## src/rtl/i2c_slv_pkg.sv

```systemverilog
package i2c_slv_pkg;

    typedef enum logic [3:0] {
        S_IDLE,
        S_ADDR,
        S_ACK_WAIT,
        S_ACK_HOLD,
        S_RX,
        S_TX,
        S_MACK,
        S_TX_NEXT,
        S_IGNORE
    } slv_state_e;

endpackage

```

## src/rtl/i2c_line_cond.sv

```systemverilog
module i2c_line_cond #(
    parameter int SYNC_STAGES = 2
) (
    input  logic clk,
    input  logic rst_n,
    input  logic scl_raw,
    input  logic sda_raw,
    output logic scl_hi,
    output logic sda_lvl,
    output logic scl_rise,
    output logic scl_fall,
    output logic start_det,
    output logic stop_det
);
    localparam int LINES = 2;

    logic [LINES-1:0] raw;
    logic [LINES-1:0] lvl;
    logic [LINES-1:0] lvl_p;

    assign raw = {sda_raw, scl_raw};

    for (genvar g = 0; g < LINES; g++) begin : g_sync
        logic [SYNC_STAGES-1:0] chain;
        always_ff @(posedge clk or negedge rst_n) begin
            if (!rst_n) chain <= '1;
            else        chain <= {chain[SYNC_STAGES-2:0], raw[g]};
        end
        assign lvl[g] = chain[SYNC_STAGES-1];
    end

    always_ff @(posedge clk or negedge rst_n) begin
        if (!rst_n) lvl_p <= '1;
        else        lvl_p <= lvl;
    end

    assign scl_hi    = lvl[0];
    assign sda_lvl   = lvl[1];
    assign scl_rise  =  lvl[0] & ~lvl_p[0];
    assign scl_fall  = ~lvl[0] &  lvl_p[0];
    assign start_det =  lvl[0] &  lvl_p[0] &  lvl_p[1] & ~lvl[1];
    assign stop_det  =  lvl[0] &  lvl_p[0] & ~lvl_p[1] &  lvl[1];

endmodule

```

## src/rtl/i2c_addr_cmp.sv

```systemverilog
module i2c_addr_cmp #(
    parameter int DATA_W = 8,
    localparam int ADDR_W = DATA_W - 1
) (
    input  logic [DATA_W-1:0] cap_byte,
    input  logic [ADDR_W-1:0] my_addr,
    input  logic              gc_en,
    output logic              hit_own,
    output logic              hit_gc
);
    logic is_zero;

    assign is_zero = (cap_byte == '0);
    assign hit_gc  = gc_en & is_zero;
    assign hit_own = (cap_byte[DATA_W-1:1] == my_addr) & ~is_zero;

endmodule

```

## src/rtl/i2c_slv_fsm.sv

```systemverilog
module i2c_slv_fsm
    import i2c_slv_pkg::*;
#(
    parameter int DATA_W = 8,
    localparam int ADDR_W = DATA_W - 1,
    localparam int CNT_W  = $clog2(DATA_W)
) (
    input  logic              clk,
    input  logic              rst_n,
    input  logic              scl_hi,
    input  logic              sda_lvl,
    input  logic              scl_rise,
    input  logic              scl_fall,
    input  logic              start_det,
    input  logic              stop_det,
    input  logic              hit_own,
    input  logic              hit_gc,
    input  logic              rx_nack,
    input  logic [DATA_W-1:0] tx_data,
    output logic [DATA_W-1:0] cap_byte,
    output logic              sda_pull,
    output logic              slv_sel,
    output logic              gc_sel,
    output logic              rd_dir,
    output logic [DATA_W-1:0] rx_data,
    output logic              rx_strobe
);
    localparam logic [CNT_W-1:0] LAST = CNT_W'(DATA_W - 1);

    slv_state_e        state, nxt;
    logic [DATA_W-1:0] shreg;
    logic [CNT_W-1:0]  cnt;
    logic              ack_lo;
    logic              last_bit;

    assign cap_byte = {shreg[DATA_W-2:0], sda_lvl};
    assign last_bit = (cnt == LAST);

    // state register
    always_ff @(posedge clk or negedge rst_n) begin
        if (!rst_n) state <= S_IDLE;
        else        state <= nxt;
    end

    // next state
    always_comb begin
        nxt = state;
        if (stop_det) begin
            nxt = S_IDLE;
        end else if (start_det) begin
            nxt = S_ADDR;
        end else begin
            unique case (state)
                S_IDLE:     nxt = S_IDLE;
                S_ADDR:     if (scl_rise && last_bit)
                                nxt = (hit_own || hit_gc) ? S_ACK_WAIT : S_IGNORE;
                S_ACK_WAIT: if (scl_fall) nxt = S_ACK_HOLD;
                S_ACK_HOLD: if (scl_fall) nxt = rd_dir ? S_TX : S_RX;
                S_RX:       if (scl_rise && last_bit) nxt = S_ACK_WAIT;
                S_TX:       if (scl_fall && last_bit) nxt = S_MACK;
                S_MACK:     if (scl_rise) nxt = sda_lvl ? S_IGNORE : S_TX_NEXT;
                S_TX_NEXT:  if (scl_fall) nxt = S_TX;
                S_IGNORE:   nxt = S_IGNORE;
                default:    nxt = S_IDLE;
            endcase
        end
    end

    // outputs and datapath
    always_ff @(posedge clk or negedge rst_n) begin
        if (!rst_n) begin
            shreg     <= '0;
            cnt       <= '0;
            ack_lo    <= 1'b0;
            sda_pull  <= 1'b0;
            slv_sel   <= 1'b0;
            gc_sel    <= 1'b0;
            rd_dir    <= 1'b0;
            rx_data   <= '0;
            rx_strobe <= 1'b0;
        end else begin
            rx_strobe <= 1'b0;
            if (stop_det || start_det) begin
                slv_sel  <= 1'b0;
                gc_sel   <= 1'b0;
                rd_dir   <= 1'b0;
                sda_pull <= 1'b0;
                cnt      <= '0;
            end else begin
                unique case (state)
                    S_ADDR: if (scl_rise) begin
                        shreg <= cap_byte;
                        cnt   <= cnt + 1'b1;
                        if (last_bit) begin
                            cnt     <= '0;
                            slv_sel <= hit_own;
                            gc_sel  <= hit_gc;
                            rd_dir  <= hit_own & cap_byte[0];
                            ack_lo  <= 1'b1;
                        end
                    end
                    S_ACK_WAIT: if (scl_fall) sda_pull <= ack_lo;
                    S_ACK_HOLD: if (scl_fall) begin
                        cnt <= '0;
                        if (rd_dir) begin
                            shreg    <= tx_data;
                            sda_pull <= ~tx_data[DATA_W-1];
                        end else begin
                            sda_pull <= 1'b0;
                        end
                    end
                    S_RX: if (scl_rise) begin
                        shreg <= cap_byte;
                        cnt   <= cnt + 1'b1;
                        if (last_bit) begin
                            cnt       <= '0;
                            rx_data   <= cap_byte;
                            rx_strobe <= 1'b1;
                            ack_lo    <= ~rx_nack;
                        end
                    end
                    S_TX: if (scl_fall) begin
                        if (last_bit) begin
                            sda_pull <= 1'b0;
                            cnt      <= '0;
                        end else begin
                            shreg    <= shreg << 1;
                            sda_pull <= ~shreg[DATA_W-2];
                            cnt      <= cnt + 1'b1;
                        end
                    end
                    S_TX_NEXT: if (scl_fall) begin
                        shreg    <= tx_data;
                        sda_pull <= ~tx_data[DATA_W-1];
                        cnt      <= '0;
                    end
                    S_IDLE, S_MACK, S_IGNORE: sda_pull <= 1'b0;
                    default: sda_pull <= 1'b0;
                endcase
            end
        end
    end


    stop_clr_chk: assert property (@(posedge clk) disable iff (!rst_n)
        stop_det |=> (!slv_sel && !gc_sel && !sda_pull));


    rstart_clr_chk: assert property (@(posedge clk) disable iff (!rst_n)
        start_det |=> (!slv_sel && !gc_sel));


    flag_excl_chk: assert property (@(posedge clk) disable iff (!rst_n)
        !(slv_sel && gc_sel));


    rx_pulse_chk: assert property (@(posedge clk) disable iff (!rst_n)
        rx_strobe |=> !rx_strobe);


    quiet_chk: assert property (@(posedge clk) disable iff (!rst_n)
        (state == S_IGNORE || state == S_IDLE) |-> !sda_pull);


    pull_low_scl_chk: assert property (@(posedge clk) disable iff (!rst_n)
        $rose(sda_pull) |-> !scl_hi);

endmodule

```

## src/rtl/i2c_slave_matcher.sv

```systemverilog
module i2c_slave_matcher #(
    parameter int DATA_W      = 8,
    parameter int SYNC_STAGES = 2,
    localparam int ADDR_W     = DATA_W - 1
) (
    input  logic              clk,
    input  logic              rst_n,
    input  logic              scl_in,
    input  logic              sda_in,
    output logic              sda_pull,
    input  logic [ADDR_W-1:0] my_addr,
    input  logic              gc_en,
    input  logic              rx_nack,
    input  logic [DATA_W-1:0] tx_data,
    output logic              slv_sel,
    output logic              gc_sel,
    output logic              rd_dir,
    output logic [DATA_W-1:0] rx_data,
    output logic              rx_strobe
);
    logic              scl_hi, sda_lvl, scl_rise, scl_fall, start_det, stop_det;
    logic              hit_own, hit_gc;
    logic [DATA_W-1:0] cap_byte;

    i2c_line_cond #(.SYNC_STAGES(SYNC_STAGES)) u_line (
        .clk       (clk),
        .rst_n     (rst_n),
        .scl_raw   (scl_in),
        .sda_raw   (sda_in),
        .scl_hi    (scl_hi),
        .sda_lvl   (sda_lvl),
        .scl_rise  (scl_rise),
        .scl_fall  (scl_fall),
        .start_det (start_det),
        .stop_det  (stop_det)
    );

    i2c_addr_cmp #(.DATA_W(DATA_W)) u_cmp (
        .cap_byte (cap_byte),
        .my_addr  (my_addr),
        .gc_en    (gc_en),
        .hit_own  (hit_own),
        .hit_gc   (hit_gc)
    );

    i2c_slv_fsm #(.DATA_W(DATA_W)) u_fsm (
        .clk       (clk),
        .rst_n     (rst_n),
        .scl_hi    (scl_hi),
        .sda_lvl   (sda_lvl),
        .scl_rise  (scl_rise),
        .scl_fall  (scl_fall),
        .start_det (start_det),
        .stop_det  (stop_det),
        .hit_own   (hit_own),
        .hit_gc    (hit_gc),
        .rx_nack   (rx_nack),
        .tx_data   (tx_data),
        .cap_byte  (cap_byte),
        .sda_pull  (sda_pull),
        .slv_sel   (slv_sel),
        .gc_sel    (gc_sel),
        .rd_dir    (rd_dir),
        .rx_data   (rx_data),
        .rx_strobe (rx_strobe)
    );

endmodule

```

## config.mk

```make
export PLATFORM = sky130hd
export DESIGN_NAME = i2c_slave_matcher
export DESIGN_NICKNAME = d
export VERILOG_FILES = /design/src/rtl/i2c_slv_pkg.sv /design/src/rtl/i2c_line_cond.sv /design/src/rtl/i2c_addr_cmp.sv /design/src/rtl/i2c_slv_fsm.sv /design/src/rtl/i2c_slave_matcher.sv
export SDC_FILE = /design/constraint.sdc
export NUM_CORES = 1
export LEC_CHECK = 0
export BUFFER_PORTS_ARGS = -buffer_cell sky130_fd_sc_hd__buf_2
export CORE_ASPECT_RATIO = 0.7
export CORE_MARGIN = 8
export CORE_UTILIZATION = 37
export DETAILED_ROUTE_END_ITERATION = 10
export GPL_ROUTABILITY_DRIVEN = 0
export GPL_TIMING_DRIVEN = 0
export SYNTH_ARGS = -nofsm -noshare
export SYNTH_HDL_FRONTEND = slang
export SYNTH_SLANG_ARGS = --single-unit
```

## constraint.sdc

```tcl
create_clock -name clk -period 2.15 [get_ports clk]
set_clock_uncertainty 0.05 [all_clocks]
set_input_delay 0.1075 -clock clk [delete_from_list [all_inputs] [get_ports clk]]
set_output_delay 0.1075 -clock clk [all_outputs]
set_load 0.03 [all_outputs]
```

## Word-level counts from Yosys, hierarchy flattened

Index checks and enable logic that the tools add are counted.

| word-level totals | value |
|---|---|
| register bits after elaboration | 34 |
| bits of input ports | 21 |
| output and inout port bits | 13 |
| word-level logic and storage cells | 142 |

| cells by class | value |
|---|---|
| add/subtract/negate cells | 1 |
| equal/unequal tests | 34 |
| mux-type cells | 55 |
| bitwise gates (word level) | 19 |
| reductions and logical operators | 20 |

Operators by type and width:

| cell | count |
|---|---|
| two-way mux 4 bit | 11 |
| two-way mux 7 bit | 6 |
| case mux 4 bit (8 select lines) | 1 |
| two-way mux 1 bit | 28 |
| != test 4 x 1 -> 1 bit, second input constant | 7 |
| case mux 7 bit (4 select lines) | 1 |
| != test 2 x 1 -> 1 bit, second input constant | 10 |
| != test 3 x 1 -> 1 bit, second input constant | 6 |
| equality test 4 x 3 -> 1 bit, second input constant | 4 |
| two-way mux 3 bit | 5 |
| bitwise AND 1 bit | 10 |
| inverter 1 bit | 9 |
| case mux 3 bit (3 select lines) | 1 |
| equality test 4 x 2 -> 1 bit, second input constant | 2 |
| logical NOT 8 bit | 1 |
| AND reduction 4 bit | 2 |
| AND reduction 8 bit | 1 |
| nonzero test 2 bit | 4 |
| nonzero test 4 bit | 2 |
| equality test 7 bit | 1 |
| AND reduction 7 bit | 1 |
| AND reduction 6 bit | 1 |
| case mux 1 bit (5 select lines) | 1 |
| AND reduction 5 bit | 1 |
| other kinds (10) | 13 |

## Logic depth before layout (Yosys ltp)

| depth | value |
|---|---|
| depth in word-level cells | 9 |
| mapped depth | 8 |
| gate-level depth less buffers | 7 |

## Modules after synthesis

A second synthesis with hierarchy kept.

| unflattened totals | value |
|---|---|
| cell total of the unflattened synthesis | 173 |
| area, all modules | 1913.1 um2 |

By module, submodules not included:

| module | times used | cells an instance | area an instance (um2) | seq. area each (um2) |
|---|---|---|---|---|
| i2c_slv_fsm | 1 | 149 | 1620.3 | 700.7 |
| i2c_line_cond | 1 | 10 | 190.2 | 157.7 |
| i2c_addr_cmp | 1 | 14 | 102.6 | 0.0 |

## Worst setup path before layout

No wires, ideal clock.

| timing path | value |
|---|---|
| path type | reg2reg |
| start point | register u_line.g_sync[1].chain[1] |
| end point | register u_fsm.state[0] |
| setup time | 0.125 ns |
| arrival time | 1.653 ns |
| setup slack | 0.322 ns |
| stages on the path, launching flop included | 7 |
| period minus slack after synthesis | 1.828 ns |
| cell sequence | dfstp_2 -> buf_6 -> xor2_4 -> a2111oi_2 -> o22ai_2 -> o21ai_2 -> mux2_4 |

| on the way | value |
|---|---|
| longest elaborated chain between the ends | 5 |
| elaborated cells between the ends (all ways) | 16 |
| those cells by class | eq/ne (7); mux (5); bitwise (3); reduce/logical (1) |

RTL lines:

| element | line | source |
|---|---|---|
| start, declared | i2c_line_cond.sv:24 | `logic [SYNC_STAGES-1:0] chain;` |
| start signal, assigned | i2c_line_cond.sv:27 | `else chain <= {chain[SYNC_STAGES-2:0], raw[g]};` |
| two-way mux 4 bit (2 in series) | i2c_slv_fsm.sv:61 | `S_MACK: if (scl_rise) nxt = sda_lvl ? S_IGNORE : S_TX_NEXT;` |
| case mux 4 bit (8 select lines) | i2c_slv_fsm.sv:53 | `unique case (state)` |
| two-way mux 4 bit | i2c_slv_fsm.sv:50 | `end else if (start_det) begin` |
| two-way mux 4 bit | i2c_slv_fsm.sv:48 | `if (stop_det) begin` |
| end signal, assigned | i2c_slv_fsm.sv:42 | `else state <= nxt;` |
| end, declared | i2c_slv_fsm.sv:30 | `slv_state_e state, nxt;` |

Parallel ways exist; a longest one is shown, timed or not. The select of a mux whose other input is x is not followed.
A chain may end at the register's enable or synchronous reset.

## Worst setup path after layout

| timing path | value |
|---|---|
| start point | register u_line.lvl_p[0] |
| end point | register u_fsm.state[0] |

| on the way | value |
|---|---|
| longest elaborated chain between the ends | 5 |
| elaborated cells between the ends (all ways) | 20 |
| those cells by class | eq/ne (7); mux (2); bitwise (8); reduce/logical (3) |

RTL lines:

| element | line | source |
|---|---|---|
| start, declared | i2c_line_cond.sv:19 | `logic [LINES-1:0] lvl_p;` |
| start signal, assigned | i2c_line_cond.sv:34 | `else lvl_p <= lvl;` |
| bitwise AND 1 bit or inverter 1 bit (tied branches) | i2c_line_cond.sv:41, i2c_line_cond.sv:42, i2c_line_cond.sv:39 |  |
| bitwise AND 1 bit (on tied branches) | i2c_line_cond.sv:42, i2c_line_cond.sv:39, i2c_line_cond.sv:41 |  |
| bitwise AND 1 bit (tied with other cells) | i2c_line_cond.sv:42 | `assign stop_det = lvl[0] & lvl_p[0] & ~lvl_p[1] & lvl[1];` |
| != test 4 x 1 -> 1 bit (no source line) or two-way mux 4 bit (tied branches) | n/a |  |
| AND reduction 7 bit (no source line) or two-way mux 4 bit (tied branches) | n/a |  |

Parallel ways exist; a longest one is shown, timed or not.

==> metrics.log <==
INFO  metric run_status = finished, final reports clean
INFO  metric synth_async_sr_flop_share = 100.0%
INFO  metric cts_buffer_depth = 2
INFO  metric clk_pin_slew = 0.07 ns
INFO  metric min_delay_worst_endpoint = u_fsm.ack_lo
INFO  metric kind_of_start_point_of_the_critical_path = flip-flop
INFO  metric total_leakage_power = 1.130 nW
INFO  metric numPortBuffers = 33
INFO  metric timing.reg2reg.setup_slack = 0.11 ns
INFO  metric cts_root_buffer = sky130_fd_sc_hd__clkbuf_8
INFO  metric grt_pass1_wl = 8211 um
INFO  metric placementRows = 22
INFO  metric post-route-drc-count = 0
INFO  metric worst_ir_drop_vdd = 0.3245 mV
INFO  metric post_cts_setup_repair_bufs = 0
INFO  metric peak_fanout_along_the_critical_path = 10
INFO  metric setup-violations-final = 0
INFO  metric synth_sequential_area_ratio = 43.17%
INFO  metric hold_violations = 0
INFO  metric worst_skew_pair.late_latency = 0.30 ns
INFO  metric post-layout-total-power = 1.826 mW
INFO  metric design.core.area = 5202 um^2
INFO  metric max_slew.worst_pin.slew = 0.7475 ns
INFO  metric drive_gt1_share = 37.55%
INFO  metric hold_path_class = input pin to flip-flop
INFO  metric routed_wirelength = 4808 um
INFO  metric clock-sinks = 34
INFO  metric clock_tree.htree_level_count = 2
INFO  metric start_util = 38.22%
INFO  metric gr-usage-met2 = 17.56%
INFO  metric placed_cells_incl_taps = 291
INFO  metric critPathRequiredTime = 2.28 ns
INFO  metric drt_pre_antenna_iters = 6
INFO  metric chipHeight = 77.33 um
INFO  metric finish.net_count = 251
INFO  metric crit-reg2reg-capture = u_fsm.state[0]
INFO  metric unrepaired_setup_endpoints_after_global_routing = no
INFO  metric number_of_library_cell_types_mapped_by_synthesis = 54
INFO  metric clock_tree_from_tritoncts = yes
INFO  metric num_antenna_cells = 0
INFO  metric mappedNetlistArea = 1988 um^2
INFO  metric wire_per_inst = 15.97 um
INFO  metric global_route_total_overflow = 0
INFO  metric timing.fmax = 490.4 MHz
INFO  metric grt_pass1_vias = 1,588
INFO  metric floorplan.die_area = 8013 um^2
INFO  metric globalRouteMet1Util = 17.48%
INFO  metric r2r-start = u_line.lvl_p[0]
INFO  metric min_path_cells = 3
INFO  metric power_density = 754.8 nW/um^2
INFO  metric ioPinCount = 34
INFO  metric cap_violations = 0
INFO  metric areaGrowthSynthToFinish = 21.71%
INFO  metric fin_setup_tns = 0 ns
INFO  metric syn_nets = 209
INFO  metric worst-setup-path-type = flip-flop to flip-flop
INFO  metric r2r.worst_path.cells = 6
INFO  metric yosys_register_bits = 34
INFO  metric ys.flop_type = sky130_fd_sc_hd__dfrtp_1
INFO  metric global_route.usage.met3 = 4.125%
INFO  metric synth_warnings = 0
INFO  metric grt_use_total = 12.65%
INFO  metric detail_route.vias_per_cell = 5.209
INFO  metric gr-max-usage-layer = met2
INFO  metric finalNonFillerCells = 301
INFO  metric fp.dieW = 103.6 um
INFO  metric grt_start_max_net_pins = 35
INFO  metric detailedPlacementHpwl = 3463 um
INFO  metric slew_violations = 0
INFO  metric layout.filler_cells = 490
INFO  metric netlist_instances = 186
INFO  metric cts_buffers = 5
INFO  metric finalCritPeriodShare = 94.84%
INFO  metric arrival = 2.17 ns
INFO  metric min_period = 2.039 ns
INFO  metric worstSetupEndpointType = flip-flop
INFO  metric timing.slew.headroom = 50.16%
INFO  metric antenna_found_initial = 0
INFO  metric synth.avg_cell_area = 10.69 um^2
INFO  metric number_of_flops_mapped_to_enable_cells_by_yosys = 0
INFO  metric drtIter0Drc = 70
INFO  metric holdCritStartpoint = rx_nack
INFO  metric num_vias = 1,568
INFO  metric final_antenna_net_count = 0
-- layer usage --
layer  up-vias  routed length [um]
li1        754                   -
met1       737                2283
met2        63                2010
met3        14                 391
met4         0                 123
met5         -                   0
-- how the worst max path moves through the flow --
stage                                          from                to  cells past startpoint
after floorplan           u_line.g_sync[1].chain[1]    u_fsm.state[0]                      6
after global placement                 u_fsm.cnt[0]  u_fsm.rx_data[7]                      6
after detailed placement               u_fsm.cnt[0]  u_fsm.rx_data[4]                      6
after CTS                              u_fsm.cnt[0]  u_fsm.rx_data[4]                      6
after global routing                 u_fsm.state[3]    u_fsm.shreg[4]                      4
final                               u_line.lvl_p[0]    u_fsm.state[0]                      6
-- layout make-up --
class | instances | area [um^2] | share of cell area, %
flip-flops and latches | 34 | 858.3 | 35.47
clock buffers | 5 | 68.82 | 2.844
clock inverters | 3 | 68.82 | 2.844
plain buffers | 10 | 60.06 | 2.482
multi-input cells | 131 | 1041 | 43.02
repair buffers | 36 | 195.2 | 8.066
well taps | 72 | 90.09 | 3.723
inverters | 10 | 37.54 | 1.551
-- registers in the layout, summed over array words and instances, names as in the netlist --
signal and flops:
u_fsm.rx_data 8, u_line.g_sync.chain 4, u_fsm.slv_sel 1, u_fsm.state 4, u_fsm.ack_lo 1, u_fsm.rx_strobe 1, u_line.lvl_p 2, u_fsm.cnt 3
u_fsm.shreg 7, u_fsm.gc_sel 1, u_fsm.sda_pull 1, u_fsm.rd_dir 1
-- where the power goes --
part / leakage, nW / internal [mW] / switching (mW)
combinational: 0.634 / 0.144 / 0.137
sequential: 0.427 / 0.722 / 0.0973
clock: 0.0683 / 0.465 / 0.261
-- kinds of logic after synthesis --
family / Yosys count / synth area share [%]
and+or+nand+nor: 56 / 15.92
buffers and inverters: 21 / 5.097
adders and majority gates: 2 / 1.258
muxes: 27 / 15.10
DFF: 34 / 43.17
AOI/OAI and AO/OA: 36 / 14.10
xor gates and xnor gates: 10 / 5.349
-- cells in the final DEF (no fill, tap or decap), types with 3 or more instances in the layout --
| cell | n |
|---|---|
| sky130_fd_sc_hd__mux2_1 | 5 |
| sky130_fd_sc_hd__mux2i_1 | 6 |
| sky130_fd_sc_hd__clkbuf_1 | 3 |
| sky130_fd_sc_hd__buf_2 | 36 |
| sky130_fd_sc_hd__xnor2_1 | 5 |
| sky130_fd_sc_hd__inv_1 | 9 |
| sky130_fd_sc_hd__nor2_1 | 12 |
| sky130_fd_sc_hd__nor2b_1 | 3 |
| sky130_fd_sc_hd__a21oi_1 | 3 |
| sky130_fd_sc_hd__nor4_1 | 3 |
| sky130_fd_sc_hd__mux2_2 | 15 |
| sky130_fd_sc_hd__nand2_1 | 14 |
| sky130_fd_sc_hd__a31oi_1 | 3 |
| sky130_fd_sc_hd__clkbuf_8 | 5 |
| sky130_fd_sc_hd__nand3_1 | 5 |
| sky130_fd_sc_hd__o21ai_0 | 5 |
| sky130_fd_sc_hd__buf_4 | 3 |
| sky130_fd_sc_hd__dlygate4sd3_1 | 3 |
| sky130_fd_sc_hd__xor2_1 | 4 |
| sky130_fd_sc_hd__dfrtp_1 | 28 |
| sky130_fd_sc_hd__nor4_2 | 3 |
| sky130_fd_sc_hd__dfstp_2 | 6 |
| sky130_fd_sc_hd__nand2b_1 | 5 |
-- metrics by stage --
| stage | setup WS (ns) | cell area, um^2 | util (%) | hold WS (ns) |
|---|---|---|---|---|
| 4_1_cts | 0.04842 | 2411 | 46.34 | 0.08302 |
| 5_1_grt | 0.005350 | 2420 | 46.51 | 0.1039 |
| 3_5_place_dp | 0.07015 | 2243 | 43.12 | 0.1637 |
| 3_3_place_gp | 0.03007 | 2243 | 43.12 | 0.1619 |
| 6_report | 0.1109 | 2420 | 46.51 | 0.08446 |
| 2_1_floorplan | 0.3221 | 1988 | - | -0.2381 |
-- cell usage after synthesis (3+ instances only) --
cell type                  instances  share of area [%]
sky130_fd_sc_hd__a21oi_1           3               0.75
sky130_fd_sc_hd__a31oi_1           3               0.94
sky130_fd_sc_hd__buf_2             3               0.75
sky130_fd_sc_hd__buf_4             3                1.1
sky130_fd_sc_hd__clkbuf_1          4               0.75
sky130_fd_sc_hd__dfrtp_1          28                 35
sky130_fd_sc_hd__dfstp_2           6                7.9
sky130_fd_sc_hd__inv_1             9                1.7
sky130_fd_sc_hd__mux2_1            5                2.8
sky130_fd_sc_hd__mux2_2           15                8.5
sky130_fd_sc_hd__mux2i_1           6                3.0
sky130_fd_sc_hd__nand2_1          14                2.6
sky130_fd_sc_hd__nand2b_1          5                1.6
sky130_fd_sc_hd__nand3_1           6                1.5
sky130_fd_sc_hd__nor2_1           12                2.3
sky130_fd_sc_hd__nor2b_1           3               0.94
sky130_fd_sc_hd__nor4_1            3               0.94
sky130_fd_sc_hd__nor4_2            3                1.9
sky130_fd_sc_hd__o21ai_0           5                1.3
sky130_fd_sc_hd__xnor2_1           5                2.2
sky130_fd_sc_hd__xor2_1            4                1.8
-- worst max-delay path, stage by stage, from the launching register on --
cell                       delay (ns)
sky130_fd_sc_hd__dfstp_2         0.55
sky130_fd_sc_hd__clkbuf_1        0.38
sky130_fd_sc_hd__inv_1           0.11
sky130_fd_sc_hd__o21ai_0         0.27
sky130_fd_sc_hd__o22ai_2         0.15
sky130_fd_sc_hd__o21ai_2         0.11
sky130_fd_sc_hd__mux2_4          0.31
-- what timing repair did --
item,4_1_cts,5_1_grt
endpoints found under the hold margin,30,0
endpoints found under the setup margin,0,15
resized for setup,0,2
hold buffers,3,0
Power figures use the tool's default switching activity.
